--- src/rtl/alu_pkg.sv ---
package alu_pkg;
   localparam int OP_W = 4;

   typedef enum logic [OP_W-1:0] {
      OP_ADD  = 4'd0,
      OP_SUB  = 4'd1,
      OP_AND  = 4'd2,
      OP_OR   = 4'd3,
      OP_XOR  = 4'd4,
      OP_SHL  = 4'd5,
      OP_SHR  = 4'd6,
      OP_SRA  = 4'd7,
      OP_MULU = 4'd8,
      OP_MULS = 4'd9,
      OP_LDI  = 4'd10,
      OP_PINC = 4'd11,
      OP_PDEC = 4'd12
   } alu_op_e;
endpackage

--- src/rtl/alu_addsub.sv ---
module alu_addsub #(
   parameter int W    = 32,
   parameter int STEP = 4
) (
   input  logic [W-1:0] a,
   input  logic [W-1:0] b,
   input  logic         subtract,
   output logic [W-1:0] sum,
   output logic         cy,
   output logic [W-1:0] a_up,
   output logic [W-1:0] a_down
);
   logic [W:0] wide;
   logic [W-1:0] b_eff;

   assign b_eff = subtract ? ~b : b;
   assign wide  = {1'b0, a} + {1'b0, b_eff} + {{W{1'b0}}, subtract};
   assign sum   = wide[W-1:0];
   // borrow is the inverse of the carry out when subtracting
   assign cy    = subtract ? ~wide[W] : wide[W];

   assign a_up   = a + W'(STEP);
   assign a_down = a - W'(STEP);
endmodule

--- src/rtl/alu_shift.sv ---
module alu_shift #(
   parameter int W = 32,
   localparam int SH_W = $clog2(W)
) (
   input  logic [W-1:0]    a,
   input  logic [SH_W-1:0] amt,
   input  logic            left,
   input  logic            arith,
   output logic [W-1:0]    y
);
   logic [SH_W:0][W-1:0] stg;
   logic [W-1:0]         fin;
   logic                 fill;

   assign fill = arith & ~left & a[W-1];

   // a left shift is a right shift of the bit-reversed word
   for (genvar i = 0; i < W; i++) begin : g_rev_in
      assign stg[0][i] = left ? a[W-1-i] : a[i];
   end

   for (genvar s = 0; s < SH_W; s++) begin : g_stage
      localparam int SHV = 1 << s;
      assign stg[s+1] = amt[s] ? {{SHV{fill}}, stg[s][W-1:SHV]} : stg[s];
   end

   assign fin = stg[SH_W];

   for (genvar i = 0; i < W; i++) begin : g_rev_out
      assign y[i] = left ? fin[W-1-i] : fin[i];
   end
endmodule

--- src/rtl/alu_mul.sv ---
module alu_mul #(
   parameter int W = 32
) (
   input  logic [W-1:0] a,
   input  logic [W-1:0] b,
   input  logic         signed_mode,
   output logic [W-1:0] lo,
   output logic [W-1:0] hi
);
   logic [2*W-1:0] ax, bx, prod;
   logic           ea, eb;

   assign ea   = signed_mode & a[W-1];
   assign eb   = signed_mode & b[W-1];
   // product of the extended operands, taken modulo 2^(2W)
   assign ax   = {{W{ea}}, a};
   assign bx   = {{W{eb}}, b};
   assign prod = ax * bx;
   assign lo   = prod[W-1:0];
   assign hi   = prod[2*W-1:W];
endmodule

--- src/rtl/alu_imm.sv ---
module alu_imm #(
   parameter int W     = 32,
   parameter int IMM_W = 6
) (
   input  logic [W-IMM_W-1:0] acc_lo,
   input  logic [IMM_W-1:0]   imm,
   input  logic               chain,
   output logic [W-1:0]       y
);
   logic [W-1:0] fresh, joined;

   assign fresh  = {{(W-IMM_W){imm[IMM_W-1]}}, imm};
   assign joined = {acc_lo, imm};
   assign y      = chain ? joined : fresh;
endmodule

--- src/rtl/dual_out_alu.sv ---
module dual_out_alu
   import alu_pkg::*;
#(
   parameter int W     = 32,
   parameter int IMM_W = 6,
   parameter int STEP  = 4,
   localparam int SH_W = $clog2(W)
) (
   input  logic [OP_W-1:0] op,
   input  logic [W-1:0]    opnd_a,
   input  logic [W-1:0]    opnd_b,
   input  logic [IMM_W-1:0] imm,
   input  logic            imm_chain,
   output logic [W-1:0]    res1,
   output logic [W-1:0]    res2,
   output logic            carry,
   output logic            zero
);
   if ((W & (W - 1)) != 0) begin : g_bad_width
      $error("dual_out_alu: W must be a power of two");
   end
   if (W < 2 * IMM_W) begin : g_bad_imm
      $error("dual_out_alu: W must hold at least two immediate chunks");
   end
   if (STEP <= 0 || STEP >= W) begin : g_bad_step
      $error("dual_out_alu: STEP out of range");
   end

   logic [W-1:0] as_sum, as_up, as_down, sh_y, mul_lo, mul_hi, imm_y;
   logic         as_cy;
   logic         is_sub, sh_left, sh_arith, mul_signed;

   assign is_sub     = (op == OP_SUB);
   assign sh_left    = (op == OP_SHL);
   assign sh_arith   = (op == OP_SRA);
   assign mul_signed = (op == OP_MULS);

   alu_addsub #(.W(W), .STEP(STEP)) u_addsub (
      .a(opnd_a), .b(opnd_b), .subtract(is_sub),
      .sum(as_sum), .cy(as_cy), .a_up(as_up), .a_down(as_down)
   );

   alu_shift #(.W(W)) u_shift (
      .a(opnd_a), .amt(opnd_b[SH_W-1:0]), .left(sh_left),
      .arith(sh_arith), .y(sh_y)
   );

   alu_mul #(.W(W)) u_mul (
      .a(opnd_a), .b(opnd_b), .signed_mode(mul_signed),
      .lo(mul_lo), .hi(mul_hi)
   );

   alu_imm #(.W(W), .IMM_W(IMM_W)) u_imm (
      .acc_lo(opnd_a[W-IMM_W-1:0]), .imm(imm), .chain(imm_chain), .y(imm_y)
   );

   always_comb begin
      res1  = '0;
      res2  = opnd_b;
      carry = 1'b0;
      case (op)
         OP_ADD, OP_SUB: begin
            res1  = as_sum;
            carry = as_cy;
         end
         OP_AND:  res1 = opnd_a & opnd_b;
         OP_OR:   res1 = opnd_a | opnd_b;
         OP_XOR:  res1 = opnd_a ^ opnd_b;
         OP_SHL, OP_SHR, OP_SRA: res1 = sh_y;
         OP_MULU, OP_MULS: begin
            res1 = mul_lo;
            res2 = mul_hi;
         end
         OP_LDI:  res1 = imm_y;
         OP_PINC: begin
            res1 = as_up;
            res2 = opnd_a;
         end
         OP_PDEC: begin
            res1 = as_down;
            res2 = as_down;
         end
         default: ;
      endcase
   end

   assign zero = (res1 == '0);

   always_comb begin
      a_r8_pdec_same: assert (op != OP_PDEC || res1 == res2)
         else $error("R8: PDEC results differ");
      a_r7_pinc_gap: assert (op != OP_PINC || (res1 - res2) == W'(STEP))
         else $error("R7: PINC results not one step apart");
      a_r4_zero_amount: assert (!(op inside {OP_SHL, OP_SHR, OP_SRA}) ||
                                opnd_b[SH_W-1:0] != '0 || res1 == opnd_a)
         else $error("R4: zero shift changed operand");
      a_r6_fresh_sext: assert (op != OP_LDI || imm_chain ||
                               res1[W-1:IMM_W-1] == '0 || (&res1[W-1:IMM_W-1]))
         else $error("R6: fresh immediate not sign-extended");
      a_r9_passthrough: assert ((op inside {OP_MULU, OP_MULS, OP_PINC, OP_PDEC}) ||
                                res2 == opnd_b)
         else $error("R9: second result not operand B");
      a_r10_carry_idle: assert (op == OP_ADD || op == OP_SUB || !carry)
         else $error("R10: carry outside add/sub");
   end
endmodule

--- config.mk ---
export PLATFORM = sky130hd
export DESIGN_NAME = dual_out_alu
export DESIGN_NICKNAME = d
export VERILOG_FILES = /design/src/rtl/alu_pkg.sv /design/src/rtl/alu_addsub.sv /design/src/rtl/alu_shift.sv /design/src/rtl/alu_mul.sv /design/src/rtl/alu_imm.sv /design/src/rtl/dual_out_alu.sv
export SDC_FILE = /design/constraint.sdc
export NUM_CORES = 2
export LEC_CHECK = 0
export CAP_MARGIN = 20
export CORE_ASPECT_RATIO = 1.1
export CORE_MARGIN = 4
export CORE_UTILIZATION = 40
export DETAILED_ROUTE_END_ITERATION = 10
export RECOVER_POWER = 100
export SYNTH_ARGS = -nofsm -noshare
export SYNTH_HDL_FRONTEND = slang
export SYNTH_SLANG_ARGS = --single-unit
--- constraint.sdc ---
create_clock -name vclk -period 20.6
set_input_delay 5.15 -clock vclk [all_inputs]
set_output_delay 5.15 -clock vclk [all_outputs]
set_load 0.02 [all_outputs]
-- Word-level counts from Yosys, hierarchy flattened
Cells that the tools add are included.
- $add $sub $neg: 4
- muxes and demuxes: 75
- reductions and logical operators: 5
- $mul: 1
- eq/ne operators: 12
- bitwise operators: 10
- operator list (kind ; count):
    32-bit case mux with 9 select lines ; 1
    32-bit two-way mux ; 7
    32-bit case mux with 3 select lines ; 1
    1-bit two-way mux ; 66
    33-bit by 33-bit multiplier with 64-bit output ; 1
    32-bit by 32-bit adder with 33-bit output ; 1
    33-bit by 1-bit adder with 33-bit output ; 1
    32-bit by 3-bit adder with 32-bit output (second input constant) ; 1
    32-bit AND ; 1
    32-bit logical NOT ; 1
    32-bit NOT ; 1
    32-bit bitwise OR ; 1
    32-bit by 3-bit subtractor with 32-bit output (second input constant) ; 1
    32-bit bitwise XOR ; 1
    4-bit == test (second input constant) ; 5
    4-bit by 3-bit == test with 1-bit output (second input constant) ; 4
    4-bit by 2-bit == test with 1-bit output (second input constant) ; 2
    1-bit AND ; 4
    4-bit by 1-bit == test with 1-bit output (second input constant) ; 1
    4-bit logical NOT ; 1
    2-bit OR reduction ; 2
    3-bit OR reduction ; 1
    1-bit NOT ; 2
- word-level logic and storage cells: 107
- input port bits: 75
- flip-flop bits (word level): 0
- output and inout bits: 66

-- Longest topological paths before layout
- depth in word-level cells: 12
- mapped depth: 37
- depth with buffers taken out: 31

-- Modules after synthesis
Synthesis repeated with hierarchy kept, for this count alone.
- cells, all modules: 5629
- area total of the unflattened synthesis: 48685.4 µm²
- by module, submodules not included (module ; cells an instance ; area each (µm²) ; times used ; sequential area each (µm²)):
    alu_mul ; 4155 ; 37851.3 ; 1 ; 0.0
    alu_shift ; 482 ; 3723.6 ; 1 ; 0.0
    dual_out_alu ; 479 ; 3380.7 ; 1 ; 0.0
    alu_addsub ; 476 ; 3255.6 ; 1 ; 0.0
    alu_imm ; 37 ; 474.2 ; 1 ; 0.0

-- Least setup slack after synthesis
No wires, ideal clock.
- path type: input -> output
- start point: input port op[0]
- end point: output port res2[31]
- cell stages on the path: 31
- arrival time: 14088 ps
- required time: 15450 ps
- buffers on the path: 4
- slack: 1362 ps
- cells stage by stage: clkbuf_1 > clkbuf_1 > buf_1 > nor4bb_1 > and2_1 > clkbuf_1 > nand2_1 > inv_1 > fa_1 > inv_1 > fa_1 > inv_1 > fa_1 > fa_1 > inv_1 > fa_1 > inv_1 > fa_1 > inv_1 > fa_1 > fa_1 > inv_1 > ha_1 > and3_1 > a221o_1 > a21o_1 > a21oi_1 > o211ai_1 > a31oi_1 > xnor2_1 > o21ai_0
- word-level cells in the longest chain between the ends: 4
- elaborated cells on any way between the ends: 9
- those cells by class: mul (1); eq/ne (4); mux (1); bitwise (2); reduce/logical (1)
- ends and longest elaborated chain (item ; line ; text):
    from (decl) ; dual_out_alu.sv:9 ; input logic [OP_W-1:0] op,
    4-bit == test ; dual_out_alu.sv:36, dual_out_alu.sv:61 ;
    1-bit AND, on equally long branches ; alu_mul.sv:13, alu_mul.sv:14 ;
    33-bit by 33-bit multiplier with 64-bit output ; alu_mul.sv:18 ; assign prod = ax * bx;
    32-bit case mux with 3 select lines (*) ; dual_out_alu.sv:61 ; case (op)
    to (decl) ; dual_out_alu.sv:15 ; output logic [W-1:0] res2,
Every way passes the cells marked *; elsewhere a longest branch is shown, timed or not.

-- Worst setup path in the final report
- start point: input port opnd_b[14]
- end point: output port res2[29]
- word-level cells in the longest chain between the ends: 2
- ends and longest elaborated chain (item ; line ; text):
    from (decl) ; dual_out_alu.sv:11 ; input logic [W-1:0] opnd_b,
    33-bit by 33-bit multiplier with 64-bit output ; alu_mul.sv:18 ;
    32-bit case mux with 3 select lines ; dual_out_alu.sv:61 ;
Every way passes these cells.

==> report_table.html <==
<table>
<tr><th>Metric</th><th>Value</th></tr>
<tr><th colspan="2">Place</th></tr>
<tr><td>Cell area after placement</td><td>~51000 sq um</td></tr>
<tr><td>Routability cong.</td><td>approximately 1.0</td></tr>
<tr><td>Number of buffer cells added on primary ports</td><td>roughly 140</td></tr>
<tr><td>DP Wirelength</td><td>170000 um</td></tr>
<tr><th colspan="2">Timing</th></tr>
<tr><td>Smallest hold slack</td><td>11.42 ns</td></tr>
<tr><td>Final setup fails</td><td>0</td></tr>
<tr><td>Final Hold Violating Endpoints</td><td>0</td></tr>
<tr><td>Final worst path period need</td><td>between 20 and 25 ns</td></tr>
<tr><td>Final worst-path cycle share</td><td>0.984</td></tr>
<tr><td>RSZ-0062 raised after global routing</td><td>false</td></tr>
<tr><td>Final-report max-slew violation count</td><td>between 100 and 150</td></tr>
<tr><td>Headroom to the max-slew limit</td><td>-1.01</td></tr>
<tr><td>Worst Tran Pin Value</td><td>just over 3 ns</td></tr>
<tr><td>Achievable frequency</td><td>approximately 49 MHz</td></tr>
<tr><td>Setup TNS Final</td><td>0 ns</td></tr>
<tr><th colspan="2">Yosys</th></tr>
<tr><td>Cell Area, Synth</td><td>around 47000 sq um</td></tr>
<tr><td>Number of library cell types mapped by synthesis</td><td>85</td></tr>
<tr><td>Number of warning messages in the yosys log</td><td>0</td></tr>
<tr><td>Top cells by area, synth</td><td>fa_1 48%, inv_1 10%, ha_1 8.2%</td></tr>
<tr><td>Top cells by instance count after synthesis</td><td>1277 x inv_1, 1126 x fa_1, 708 x nand2_1</td></tr>
<tr><td>Post-synthesis cell type with the largest combined area</td><td>fa_1</td></tr>
<tr><td>Post-synthesis instance total</td><td>around 5700</td></tr>
<tr><td>Synthesized area per cell</td><td>~8.3 sq um</td></tr>
<tr><td>Post-synth net total</td><td>between 7000 and 8000</td></tr>
<tr><td>Yosys top cell area share</td><td>0.476</td></tr>
<tr><td>Leading cell type by number of instances after synthesis</td><td>inv_1</td></tr>
<tr><td>Sequential-to-total area share from yosys stat</td><td>0</td></tr>
<tr><th colspan="2">Final layout</th></tr>
<tr><td>Layout cells sized above 1</td><td>0.0582</td></tr>
<tr><td>Number of nets at the end of the flow</td><td>roughly 7200</td></tr>
<tr><td>Area used by sequential logic in the layout</td><td>0 sq um</td></tr>
<tr><td>FFs &amp; Latches</td><td>0</td></tr>
<tr><td>Synth-to-Final Area Change</td><td>7.60%</td></tr>
<tr><td>Clock Buffer Count</td><td>0</td></tr>
<tr><td>Final design area excluding fillers</td><td>between 50000 and 60000 sq um</td></tr>
<tr><th colspan="2">Status</th></tr>
<tr><td>Result of the run</td><td>complete, but fails checks</td></tr>
<tr><td>Failing checks</td><td>max-capacitance violations, max-slew violations</td></tr>
<tr><th colspan="2">Global routing</th></tr>
<tr><td>Largest net degree at the start of global routing</td><td>50</td></tr>
<tr><td>Vias in the first global route</td><td>44900</td></tr>
<tr><td>GR Overflow Total</td><td>0</td></tr>
<tr><td>Combined global-route utilization of all metal layers</td><td>0.340</td></tr>
<tr><td>First-pass GRT wire length</td><td>between 300000 and 400000 um</td></tr>
<tr><td>Initial antenna violation count</td><td>12</td></tr>
<tr><th colspan="2">Critical path</th></tr>
<tr><td>Kind of capture point of the worst setup path</td><td>output pin</td></tr>
<tr><td>Crit Path Class</td><td>primary input to output pin</td></tr>
<tr><td>Crit path required time</td><td>roughly 15 ns</td></tr>
<tr><td>Cell occurring most often along the worst timing path</td><td>fa_1</td></tr>
<tr><td>Biggest cell delay along the critical path</td><td>a little under 0.7 ns</td></tr>
<tr><td>Cell with the largest stage delay on the worst path</td><td>clkinv_1</td></tr>
<tr><td>Critical path startpoint category</td><td>primary input</td></tr>
<tr><td>Largest fanout on the critical path</td><td>14</td></tr>
<tr><td>Worst path arrival time</td><td>~15 ns</td></tr>
<tr><td>Worst Path Buf+Inv</td><td>8</td></tr>
<tr><td>Kind of cell adding the most delay to the critical path</td><td>adder cells</td></tr>
<tr><th colspan="2">Die</th></tr>
<tr><td>Core area</td><td>~120000 sq um</td></tr>
<tr><td>Standard-cell row count</td><td>approximately 130</td></tr>
<tr><td>I/O pins</td><td>between 100 and 150</td></tr>
<tr><td>Horizontal die dimension</td><td>between 300 and 400 um</td></tr>
<tr><td>Starting density of the core</td><td>0.403</td></tr>
<tr><td>DIE HEIGHT</td><td>~370 um</td></tr>
<tr><td>Floorplan die area</td><td>124000 sq um</td></tr>
<tr><th colspan="2">Route</th></tr>
<tr><td>Initial drt markers</td><td>4724</td></tr>
<tr><td>Routed len/inst</td><td>between 20 and 30 um</td></tr>
<tr><td>Detail-routed via count per cell</td><td>about 5.9</td></tr>
<tr><td>Total Wirelength</td><td>between 200000 and 250000 um</td></tr>
<tr><td>Residual antenna-violating net count after detailed routing</td><td>0</td></tr>
<tr><td>Detailed Routing Iterations Pass 1</td><td>7</td></tr>
<tr><td>DRC violation count after routing</td><td>0</td></tr>
<tr><td>Via Count</td><td>around 43000</td></tr>
<tr><th colspan="2">Flow run</th></tr>
<tr><td>Max Cap Violations</td><td>4</td></tr>
<tr><th colspan="2">Hold path</th></tr>
<tr><td>HP Class</td><td>primary input to output pin</td></tr>
</table>
-- area by class of cell --
cell class	instances	area, sq um
fillers	12000	66700
multi-input cells	4035	41100
inverters	1302	4890
repair buffers	369	3010
well taps	1541	1930
diodes	6	15.0
-- routing by layer --
| metal | part of all wire | global-route usage | vias up |
|---|---|---|---|
| li1 | - | - | 17500 |
| met1 | 0.37 | 0.433 | 21900 |
| met2 | 0.44 | 0.533 | 2603 |
| met3 | 0.10 | 0.0641 | 712 |
| met4 | 0.086 | 0.215 | 10 |
| met5 | 0.00030 | 0 | - |
-- tightest hold or removal path, delay by kind of cell --
kind / cells / cell delay (ns)
compound gates: 2 / 0.50
buf+inv: 3 / 0.59
-- path summary, 6_finish.rpt --
kind,slack [ns],end,cells past startpoint,start
max,0.34,res2[29],30,opnd_b[14]
min,11.42,res2[4],5,opnd_b[4]
-- placed cells by master, fill, tap and decap left out, types with 26 or more instances in the layout --
cell type and count:
inv_1 1275, o21ai_0 156, xnor2_1 99, a21o_1 51, nand3_1 57, nand2_1 708
a211oi_1 34, and3_1 44, ha_1 309, a21oi_1 154, mux2i_1 76, dlygate4sd3_1 41
clkdlybuf4s50_1 63, buf_4 217, o211ai_1 30, nor2_1 616, a221oi_1 30, a31oi_1 26
xor2_1 29, nor4_1 28, nor3_1 55, mux4_2 48, fa_1 1126
-- cells by family (layout without fill, tap and decap cells) --
group	after synthesis	in the layout	synth area share
AOI/OAI and AO/OA	683	683	0.0956
buffers and inverters	1661	1671	0.133
other	0	6	0
adders and majority gates	1435	1435	0.558
muxes	135	135	0.0416
xor gates and xnor gates	128	128	0.0237
and+or+nand+nor	1654	1654	0.149
-- metrics by stage --
stage	cells	setup WS, ns	utilization
2_1_floorplan	5696	1.36	-
3_3_place_gp	7246	0.519	0.434
3_5_place_dp	7246	0.598	0.434
4_1_cts	7246	0.553	0.434
5_1_grt	7248	0.00371	0.433
6_report	7253	0.336	0.433
-- repair_timing --
action | 4_1_cts | 5_1_grt
endpoints found under the setup margin | 0 | 1
buffers inserted | 0 | 0
hold buffers | 0 | 0
gates resized for setup | 0 | 1
